$ cat src/rtl/irq_router_pkg.sv
package irq_router_pkg;

  typedef enum logic [3:0] {
    WIN_NONE,
    WIN_IDENT,
    WIN_MASK,
    WIN_MSGEN,
    WIN_EDGE,
    WIN_CLEAR,
    WIN_AUTO,
    WIN_ROUTE,
    WIN_VECT,
    WIN_POL
  } win_e;

  // Byte bases of the register windows
  localparam int BASE_IDENT = 'h000;
  localparam int BASE_MASK  = 'h020;
  localparam int BASE_MSGEN = 'h040;
  localparam int BASE_EDGE  = 'h060;
  localparam int BASE_CLEAR = 'h080;
  localparam int BASE_AUTOA = 'h0C0;
  localparam int BASE_AUTOB = 'h0E0;
  localparam int BASE_ROUTE = 'h100;
  localparam int BASE_VECT  = 'h200;
  localparam int BASE_POL   = 'h3E0;
  localparam int WIDE_LEN   = 8;
  localparam int ROUTE_LEN  = 'h40;

  localparam logic [31:0] IDENT_LO = 32'h0700_0000;
  localparam logic [31:0] IDENT_HI = 32'h001F_0001;

endpackage

$ cat src/rtl/irq_router_decode.sv
module irq_router_decode
  import irq_router_pkg::*;
#(
  parameter int ADDR_W  = 10,
  parameter int NUM_IRQ = 64,
  localparam int IDX_W  = $clog2(NUM_IRQ)
) (
  input  logic [ADDR_W-1:0] addr,
  output win_e              win,
  output logic              hi_half,
  output logic [IDX_W-1:0]  vidx
);

  function automatic logic hit(input logic [ADDR_W-1:0] a, input int base, input int len);
    return (int'(a) >= base) && (int'(a) < base + len);
  endfunction

  always_comb begin
    win = WIN_NONE;
    if      (hit(addr, BASE_IDENT, WIDE_LEN))  win = WIN_IDENT;
    else if (hit(addr, BASE_MASK,  WIDE_LEN))  win = WIN_MASK;
    else if (hit(addr, BASE_MSGEN, WIDE_LEN))  win = WIN_MSGEN;
    else if (hit(addr, BASE_EDGE,  WIDE_LEN))  win = WIN_EDGE;
    else if (hit(addr, BASE_CLEAR, WIDE_LEN))  win = WIN_CLEAR;
    else if (hit(addr, BASE_AUTOA, WIDE_LEN))  win = WIN_AUTO;
    else if (hit(addr, BASE_AUTOB, WIDE_LEN))  win = WIN_AUTO;
    else if (hit(addr, BASE_ROUTE, ROUTE_LEN)) win = WIN_ROUTE;
    else if (hit(addr, BASE_VECT,  NUM_IRQ))   win = WIN_VECT;
    else if (hit(addr, BASE_POL,   WIDE_LEN))  win = WIN_POL;
  end

  assign hi_half = addr[2];
  // The vector window base is aligned to a multiple of NUM_IRQ, so the low bits are the entry
  assign vidx = addr[IDX_W-1:0];

endmodule

$ cat src/rtl/irq_router_lowbit.sv
module irq_router_lowbit #(
  parameter int W      = 64,
  localparam int IDX_W = $clog2(W)
) (
  input  logic [W-1:0]     vec,
  output logic [IDX_W-1:0] idx,
  output logic             any
);

  always_comb begin
    idx = '0;
    for (int i = W - 1; i >= 0; i--) begin
      if (vec[i]) idx = IDX_W'(i);
    end
  end

  assign any = |vec;

endmodule

$ cat src/rtl/irq_router_vectab.sv
module irq_router_vectab #(
  parameter int DEPTH  = 64,
  parameter int VEC_W  = 8,
  localparam int IDX_W = $clog2(DEPTH)
) (
  input  logic             clk,
  input  logic             rst,
  input  logic             we,
  input  logic [IDX_W-1:0] waddr,
  input  logic [VEC_W-1:0] wdata,
  input  logic [IDX_W-1:0] raddr_a,
  output logic [VEC_W-1:0] rdata_a,
  input  logic [IDX_W-1:0] raddr_b,
  output logic [VEC_W-1:0] rdata_b
);

  logic [VEC_W-1:0] mem [DEPTH];

  always_ff @(posedge clk) begin
    if (rst) begin
      for (int i = 0; i < DEPTH; i++) mem[i] <= VEC_W'(i);
    end else if (we) begin
      mem[waddr] <= wdata;
    end
  end

  // Two asynchronous read ports: service path and register path
  assign rdata_a = mem[raddr_a];
  assign rdata_b = mem[raddr_b];

endmodule

$ cat src/rtl/irq_router_top.sv
module irq_router_top
  import irq_router_pkg::*;
#(
  parameter int NUM_IRQ = 64,   // must be 2*DATA_W: each wide register is two halves
  parameter int ADDR_W  = 10,
  parameter int DATA_W  = 32,
  parameter int VEC_W   = 8
) (
  input  logic               clk,
  input  logic               rst,
  input  logic [NUM_IRQ-1:0] irq_in,
  input  logic               reg_wr,
  input  logic               reg_rd,
  input  logic [ADDR_W-1:0]  reg_addr,
  input  logic [DATA_W-1:0]  reg_wdata,
  output logic [DATA_W-1:0]  reg_rdata,
  output logic               reg_ready,
  output logic               reg_err,
  output logic               evt_valid,
  input  logic               evt_ready,
  output logic [VEC_W-1:0]   evt_vector,
  output logic               evt_level
);

  localparam int IDX_W  = $clog2(NUM_IRQ);
  localparam int HALVES = NUM_IRQ / DATA_W;

  // State
  logic [NUM_IRQ-1:0] irq_q, irr_q, isr_q, mask_q, edge_q, msgen_q, work_q;
  logic               ack_q, err_q;
  logic [DATA_W-1:0]  rdata_q;

  // Decode
  win_e             win;
  logic             hi_half;
  logic [IDX_W-1:0] vidx;

  irq_router_decode #(.ADDR_W(ADDR_W), .NUM_IRQ(NUM_IRQ)) decode_i (
    .addr(reg_addr), .win(win), .hi_half(hi_half), .vidx(vidx)
  );

  // Access acceptance: only with no outstanding work and no response in flight
  logic acc_go, do_wr, do_rd;
  assign acc_go = (reg_wr | reg_rd) & ~ack_q & ~|work_q;
  assign do_wr  = acc_go & reg_wr;
  assign do_rd  = acc_go & ~reg_wr;

  // Half-lane helpers
  logic [NUM_IRQ-1:0] hmask, wfull;
  assign hmask = {{DATA_W{hi_half}}, {DATA_W{~hi_half}}};
  assign wfull = {HALVES{reg_wdata}};

  function automatic logic [DATA_W-1:0] pick_half(input logic [NUM_IRQ-1:0] r, input logic hi);
    return hi ? r[NUM_IRQ-1:DATA_W] : r[DATA_W-1:0];
  endfunction

  logic [NUM_IRQ-1:0] mask_new, mask_chg, clr_vec;
  assign mask_new = (mask_q & ~hmask) | (wfull & hmask);
  assign mask_chg = (do_wr && win == WIN_MASK) ? (mask_q ^ mask_new) : '0;
  assign clr_vec  = (do_wr && win == WIN_CLEAR) ? (irr_q & edge_q & wfull & hmask) : '0;

  // Input edge detection
  logic [NUM_IRQ-1:0] rise, lvl_fall;
  assign rise     = irq_in & ~irq_q;
  assign lvl_fall = ~irq_in & irq_q & ~edge_q;

  // Work service: lowest pending index first
  logic [IDX_W-1:0] svc_idx;
  logic             work_any, svc_go, a_hit, d_hit;

  irq_router_lowbit #(.W(NUM_IRQ)) lowbit_i (
    .vec(work_q), .idx(svc_idx), .any(work_any)
  );

  assign svc_go = work_any & (~evt_valid | evt_ready);
  assign a_hit  = svc_go &  irr_q[svc_idx] & ~mask_q[svc_idx];
  assign d_hit  = svc_go & ~a_hit & isr_q[svc_idx] & ~irr_q[svc_idx];

  // Vector table
  logic [VEC_W-1:0] vec_svc, vec_reg;
  irq_router_vectab #(.DEPTH(NUM_IRQ), .VEC_W(VEC_W)) vectab_i (
    .clk(clk), .rst(rst),
    .we(do_wr && win == WIN_VECT), .waddr(vidx), .wdata(reg_wdata[VEC_W-1:0]),
    .raddr_a(svc_idx), .rdata_a(vec_svc),
    .raddr_b(vidx),    .rdata_b(vec_reg)
  );

  // Response mux
  logic [DATA_W-1:0] rd_val;
  logic              rd_err, wr_err;

  always_comb begin
    rd_val = '0;
    rd_err = 1'b0;
    wr_err = 1'b0;
    unique case (win)
      WIN_IDENT: begin rd_val = hi_half ? IDENT_HI : IDENT_LO; wr_err = 1'b1; end
      WIN_MASK:  rd_val = pick_half(mask_q, hi_half);
      WIN_MSGEN: rd_val = pick_half(msgen_q, hi_half);
      WIN_EDGE:  rd_val = pick_half(edge_q, hi_half);
      WIN_CLEAR: rd_err = 1'b1;
      WIN_AUTO:  rd_val = '0;
      WIN_ROUTE: rd_val = DATA_W'(1);
      WIN_VECT:  rd_val = DATA_W'(vec_reg);
      WIN_POL:   rd_val = '0;
      default:   begin rd_err = 1'b1; wr_err = 1'b1; end
    endcase
  end

  // Next-state terms
  logic [NUM_IRQ-1:0] irr_n, isr_n, work_n, svc_bit;
  always_comb begin
    svc_bit = '0;
    if (svc_go) svc_bit[svc_idx] = 1'b1;
    irr_n  = ((irr_q & ~clr_vec) | rise) & ~lvl_fall;
    isr_n  = isr_q;
    if (a_hit) isr_n[svc_idx] = 1'b1;
    if (d_hit) isr_n[svc_idx] = 1'b0;
    work_n = (work_q & ~svc_bit) | rise | lvl_fall | mask_chg | clr_vec;
  end

  always_ff @(posedge clk) begin
    if (rst) begin
      irq_q      <= '0;
      irr_q      <= '0;
      isr_q      <= '0;
      mask_q     <= '1;
      edge_q     <= '0;
      msgen_q    <= '0;
      work_q     <= '0;
      ack_q      <= 1'b0;
      err_q      <= 1'b0;
      rdata_q    <= '0;
      evt_valid  <= 1'b0;
      evt_vector <= '0;
      evt_level  <= 1'b0;
    end else begin
      irq_q  <= irq_in;
      irr_q  <= irr_n;
      isr_q  <= isr_n;
      work_q <= work_n;

      if (do_wr && win == WIN_MASK)  mask_q  <= mask_new;
      if (do_wr && win == WIN_EDGE)  edge_q  <= (edge_q & ~hmask) | (wfull & hmask);
      if (do_wr && win == WIN_MSGEN) msgen_q <= (msgen_q & ~hmask) | (wfull & hmask);

      ack_q   <= acc_go;
      err_q   <= acc_go & (reg_wr ? wr_err : rd_err);
      rdata_q <= do_rd ? rd_val : '0;

      if (evt_valid && evt_ready) evt_valid <= 1'b0;
      if (a_hit || d_hit) begin
        evt_valid  <= 1'b1;
        evt_vector <= vec_svc;
        evt_level  <= a_hit;
      end
    end
  end

  assign reg_ready = ack_q;
  assign reg_err   = err_q;
  assign reg_rdata = rdata_q;

endmodule

$ cat config.mk
export PLATFORM = sky130hd
export DESIGN_NAME = irq_router_top
export DESIGN_NICKNAME = d
export VERILOG_FILES = /design/src/rtl/irq_router_pkg.sv /design/src/rtl/irq_router_decode.sv /design/src/rtl/irq_router_lowbit.sv /design/src/rtl/irq_router_vectab.sv /design/src/rtl/irq_router_top.sv
export SDC_FILE = /design/constraint.sdc
export NUM_CORES = 2
export LEC_CHECK = 0
export BUFFER_PORTS_ARGS = -buffer_cell sky130_fd_sc_hd__buf_2
export CORE_ASPECT_RATIO = 1.1
export CORE_MARGIN = 5
export CORE_UTILIZATION = 35
export DETAILED_ROUTE_END_ITERATION = 8
export PLACE_DENSITY = 0.56
export SLEW_MARGIN = 0
export SYNTH_ARGS = -nofsm -noshare
export SYNTH_HDL_FRONTEND = slang
export SYNTH_SLANG_ARGS = --single-unit
export TNS_END_PERCENT = 20
$ cat constraint.sdc
create_clock -name clk -period 4.4 [get_ports clk]
set_clock_uncertainty 0.2 [all_clocks]
set_input_delay 0.66 -clock clk [delete_from_list [all_inputs] [get_ports clk]]
set_output_delay 0.66 -clock clk [all_outputs]
set_load 0.02 [all_outputs]
* Yosys cells after proc, flatten, opt, wreduce, memory -nomap -nowiden
Memories as Yosys holds them, arrays and structs flattened. A register that Yosys moved wholly into a read port is not among the register bits.
Index checks and enable logic that the tools add are counted.
** Storage, ports and cells
- Output and inout port bits :: 44
- Memory bits (writable) :: 512
- Memories kept :: 1
- Bits in registers :: 484
** Cells by class
- Muxes and demuxes :: 105
- Magnitude comparators :: 21
- Bitwise gates (word level) :: 53
- Equal/unequal tests :: 9
- Reductions and logical operators :: 24
** Memory list
- vectab_i.mem :: depth 64, width 8, rd ports 2, clocked after Yosys merged registers in 1, wr ports 64, line irq_router_vectab.sv:17 : logic [VEC_W-1:0] mem [DEPTH];
** Operator list (number)
- $and 64x64->64 :: 14
- $or 64x64->64 :: 9
- $not 64->64 :: 8
- $mux 6 :: 65
- $mux 64 :: 5
- $pmux 32 s6 :: 1
- $mux 32 :: 3
- $reduce_or 64->1 :: 1
- $xor 64x64->64 :: 1
- $mux 4 :: 10
- $ge 10x8->1 const B :: 3
- $lt 10x8->1 const B :: 3
- $mux 27 :: 1
- $reduce_or 8->1 :: 3
- $ge 10x10->1 const B :: 2
- $ge 10x7->1 const B :: 2
- $lt 10x10->1 const B :: 2
- $lt 10x7->1 const B :: 2
- $bmux 1 s6 :: 3
- $eq 4x3->1 const B :: 4
- $logic_and 1x1->1 :: 16
- $mux 1 :: 15
- $and 1x1->1 :: 11
- $ge 10x6->1 const B :: 1
- 17 further kinds :: 27

* Depth between registers and ports, before layout
- Word-level depth :: 75
- Gate-level depth with buffers :: 18
- Gate-level depth less buffers :: 13

* Cells and area by module
A second synthesis with hierarchy kept.
** Unflattened totals
- Cells, all modules :: 4868
- Area total of the unflattened synthesis :: 53078.4 µm²
** By module, submodules not included
- irq_router_vectab :: times used 1, area an instance 28492.3 µm², cells each 1893
- irq_router_top :: times used 1, area an instance 23508.8 µm², cells each 2801
- irq_router_lowbit :: times used 1, area an instance 887.1 µm², cells each 145
- irq_router_decode :: times used 1, area an instance 190.2 µm², cells each 29

* Worst setup path after synthesis
OpenSTA, ideal clock, no wires.
- Kind :: flip-flop to flip-flop
- From :: reg work_q[51]
- To :: mem vectab_i.mem[0][0], enable pin
- Cell stages (with the launch flop) :: 12
- Required time :: 3816 ps
- Period minus slack after synthesis :: 4207 ps
- Path slack :: 193 ps
- Library setup time :: 384 ps
- Data arrival time :: 3623 ps
- Buffers on the path :: 3
- Path through :: dfxtp_1 -> or4_1 -> nor4_1 -> and3_1 -> clkbuf_1 -> nand2_1 -> nor2_1 -> nand4_1 -> or2_2 -> clkbuf_1 -> clkbuf_1 -> o21ai_0
** RTL lines
- start, declared :: line irq_router_top.sv:29 : logic [NUM_IRQ-1:0] irq_q, irr_q, isr_q, mask_q, edge_q, msgen_q, work_q;
- start signal, assigned :: line irq_router_top.sv:141 : work_q <= work_n;
- end, declared :: line irq_router_vectab.sv:17

* Worst setup path after layout
- From :: reg work_q[47]
- To :: reg evt_vector[4], read port of vectab_i.mem
** Between the ends
- Cells in the longest elaborated chain, start to end :: 57
- Elaborated cells on any way between the ends :: 65
- Those cells by class :: 54 x mux; 9 x bitwise; 2 x reduce/logical
** RTL lines
- $mux 6 (48 in a row) :: line irq_router_lowbit.sv:13 : if (vec[i]) idx = IDX_W'(i);
- $bmux 1 s6, on equally long branches :: line irq_router_top.sv:76, irq_router_top.sv:77
- $mux 1, on equally long branches :: line irq_router_top.sv:76, irq_router_top.sv:77
- $and 1x1->1 / $not 1->1 (equally long branches) :: line irq_router_top.sv:76 : assign a_hit = svc_go & irr_q[svc_idx] & ~mask_q[svc_idx];
- $and 1x1->1 :: line irq_router_top.sv:76
- $not 1->1 :: line irq_router_top.sv:77 : assign d_hit = svc_go & ~a_hit & isr_q[svc_idx] & ~irr_q[svc_idx];
- $and 1x1->1 (3 in a row) :: line irq_router_top.sv:77
- $logic_or 1x1->1 :: line irq_router_top.sv:152 : if (a_hit || d_hit) begin
- end, declared :: line irq_router_top.sv:21 : output logic [VEC_W-1:0] evt_vector,
Several ways; a longest one is shown, not always the timed one. The select of a mux whose other input is x is not followed.
A chain may end at the register's enable or synchronous reset.

==> results.md <==
* Cell Area, Synth at slightly below 50000 um^2
* Relative slew slack at 29.3%
* ANT nets after route at 0
* Finish-stage setup viols at 70
* Fin nets at ~5800
* Switch Pwr at 7.29 mW
* Vias per cell at between 6 and 7
* Hold path cells at 2
* Routability congestion estimate at 0.983
* Largest stage delay, worst path at around 580 ps
* Drt initial violations at 7196
* Worst min path class: in2reg
* Post-synth top area share at 31.4%
* Io pins at around 160
* Worst-case clock buffer depth at 3
* Main flop type after synthesis: edfxtp_1
* Tcrit/Tclk final at 104%
* Switching part of the total at 29.3%
* Largest net degree at the start of global routing at around 190
* Failing checks: design-rule violations, negative setup slack
* Reg power frac at around two fifths
* Final HPWL DP at 159 mm
* Global-route wire length before repair at approximately 320 mm
* Synth async-reset ratio at 0%
* CTS H-tree depth at 3
* RSZ-0062 raised after global routing: yes
* Clock Tree Root: clkbuf_16
* Filler instances at ~13000
* WP data required at around 4800 ps
* Cells on worst reg2reg path at 17
* Num rows at ~140
* I/O Buffers at ~150
* Total vias in the final route at 47800
* Post-synthesis sequential area ratio at between 50% and 60%
* Pre-Repair DR Iteration Count at 9
* Die width at roughly 370 um
* CTS tree: built
* Core area at around 140000 um^2
* Yosys reg bits at between 1000 and 1500
* Fmax at approximately 0.22 GHz
* Ratio of cells with drive above 1 in the final layout at a little under a quarter
* Post-synth cell types at 81
* Post-synth EDFFs at 512
* Ys Warns at 0
* Pwr Total at between 20 and 25 mW
* Hold Fails Final Rpt at 0
* Crit-path most repeated cell: buf_12
* P&R area growth vs syn at 27.7%
* PD cells at 398 nW/um^2
* Vias in the first global route at ~45000
* Max FO, Critical Path at 17
* Routed length per instance at about 30 um
* Comb power frac at 19.3%
* TritonCTS Sinks at between 1000 and 1500
* Mean post-synth cell area at just under 10 um^2
* Die height at between 400 and 500 um
* Total CTS buffers at around 110
* Final core occ at about 45%
* Worst path cell trace: or4_4 > o211ai_1 > o21ai_2 > a31oi_4 > nand3b_1 > buf_4 > nor3_2 > buf_12 > buf_4 > buf_12 > buf_12 > a221oi_1 > a21oi_1 > nor4_2 > nand3_1 > a21oi_2 > nor3_1
* Setup WS pre-CTS at -443 ps
* Worst IR drop on VDD at roughly 0.00033 V
* Clock power share at a little under 40%
* Final min period at about 4600 ps
* Starting Density at 35.1%
* Lkg Pwr at 22.0 nW
* Antenna violations before repair at 8
* Crit path kind: reg2reg
* Final setup margin at -196 ps
* Final WL at about 230 mm
* Syn_nets at ~5200
* CP Launch Type: flop
* Crit path arrival time at 4990 ps
* Grt ovf at 0
* Area leader, netlist: edfxtp_1
* Max-Cap Viols at 0
* DIE AREA at between 100000 and 150000 um^2
* Slowest cell on the critical path: nor4_2
* Syn Inst Count at between 5000 and 6000
* Slew Viols, Final at 0
* Synth area leaders: edfxtp_1 (31%), dfxtp_1 (20%), o22ai_1 (4.4%), nand2_1 (4.3%), mux2i_1 (3.4%)
* Worst Tran Pin Value at between 1000 and 1500 ps
* Crit path capture type: flop
* DRC viols at 5
* Reg clk slew, reported paths at 60 ps
* Outcome: finished with violations
* Skew-Pair Late Insertion Delay at ~750 ps
* Internal Pwr Total at about 18 mW
* Total track usage at 29.1%
-- power groups by stage --
| stage | Clock [mW] | Combinational (mW) | Sequential, mW |
|---|---|---|---|
| floorplan | 0 | 1.87 | 10.5 |
| global placement | 0 | 4.07 | 10.6 |
| detailed placement | 0 | 4.07 | 10.6 |
| CTS | 9.75 | 4.38 | 10.4 |
| global route | 10.1 | 4.96 | 10.4 |
| finish | 9.67 | 4.82 | 10.4 |
-- cell usage after synthesis (138+ instances only) --
cell type and number:
mux2i_1 167, nand2_1 565, o21ai_0 167, a211oi_1 138, nor2b_1 138, a21oi_1 318, edfxtp_1 512, dfxtp_1 492
o22ai_1 342, a31oi_1 167, clkbuf_1 406, or3_1 202, and2_1 223, nor2_1 165
-- path summary, 6_finish.rpt --
| path | start | endpoint | slack [ps] |
|---|---|---|---|
| max | work_q[47] | evt_vector[4] | -200 |
| min | irq_in[36] | irq_q[36] | 50 |
| max reg2reg | work_q[47] | evt_vector[4] | -200 |
| min reg2reg | flop | flop | 250 |
-- stage by stage --
step / setup TNS, ps / cell area (um^2) / hold slack, ps / instances
final: -4230 / 62600 / 51.9 / 7643
after global placement: -27100 / 56800 / 239 / 7320
after global routing: -13670 / 62600 / 33.3 / 7637
after floorplan: 0 / 49000 / 233 / 5092
after detailed placement: -29600 / 56800 / 244 / 7320
after CTS: -5140 / 61700 / 2.23 / 7609
-- placed cells by master (no fill, tap or decap), types with 25 or more instances in the layout --
cell	synthesis	final
and3_1	116	114
o22ai_1	342	337
nor2b_1	138	137
mux2_2	35	34
buf_4	7	679
nand2_1	565	560
nor2_1	165	153
a21oi_1	318	307
mux2i_1	167	166
nor3_1	118	102
o21ai_0	167	163
clkbuf_16	0	119
xor2_1	64	64
buf_2	27	152
dlygate4sd3_1	0	54
nor3b_1	67	67
or3_1	202	199
nand3_1	97	93
dfxtp_1	492	484
edfxtp_1	512	512
clkinv_2	0	25
nor4_1	79	66
and2_1	223	223
a222oi_1	80	80
a31oi_1	167	158
a211oi_1	138	128
a221oi_1	45	41
nand4_1	69	69
buf_12	0	77
-- kinds of logic after synthesis --
family	count (synthesis)	share of synthesized area [%]
AO/OA/AOI/OAI	1406	18.6
XOR/XNOR	64	1.14
buffers and inverters	511	4.04
flip-flops	1004	51.5
multiplexers	205	4.35
AND/OR/NAND/NOR	1902	20.4
-- area by class of cell --
class                      instances  area (um^2)  area share (%)
inverter                          27          104           0.166
antenna                            6         15.0          0.0240
multi-input combinational       3577        22700            36.3
clock inverter                    57          598           0.956
tap                             1825         2280            3.65
clock buffer                     151         3150            5.04
sequential                      1004        25200            40.3
timing repair buffer             996         8460            13.5
-- what timing repair did --
action | CTS | global route
gates resized for setup | 66 | 117
hold buffers | 54 | 0
setup endpoints to repair | 75 | 111
pin swaps | 45 | 49
hold endpoints to repair | 54 | 0
gates cloned | 4 | 5
buffers inserted | 23 | 25
-- layer usage --
layer | vias to the layer above | global-route usage, % | wire, um
li1 | 20600 | - | -
met1 | 23300 | 38.0 | 87800
met2 | 3165 | 45.1 | 99100
met3 | 753 | 6.98 | 24800
met4 | 4 | 15.1 | 14000
met5 | - | 0 | 14
-- worst max-delay path, delay by kind of cell, from the launching register on --
family,cells,cell delay [ps]
and+or+nand+nor,6,1770
AOI/OAI and AO/OA,6,1330
DFF,1,320
buffers and inverters,5,830
(Power assumes the default switching activity.)
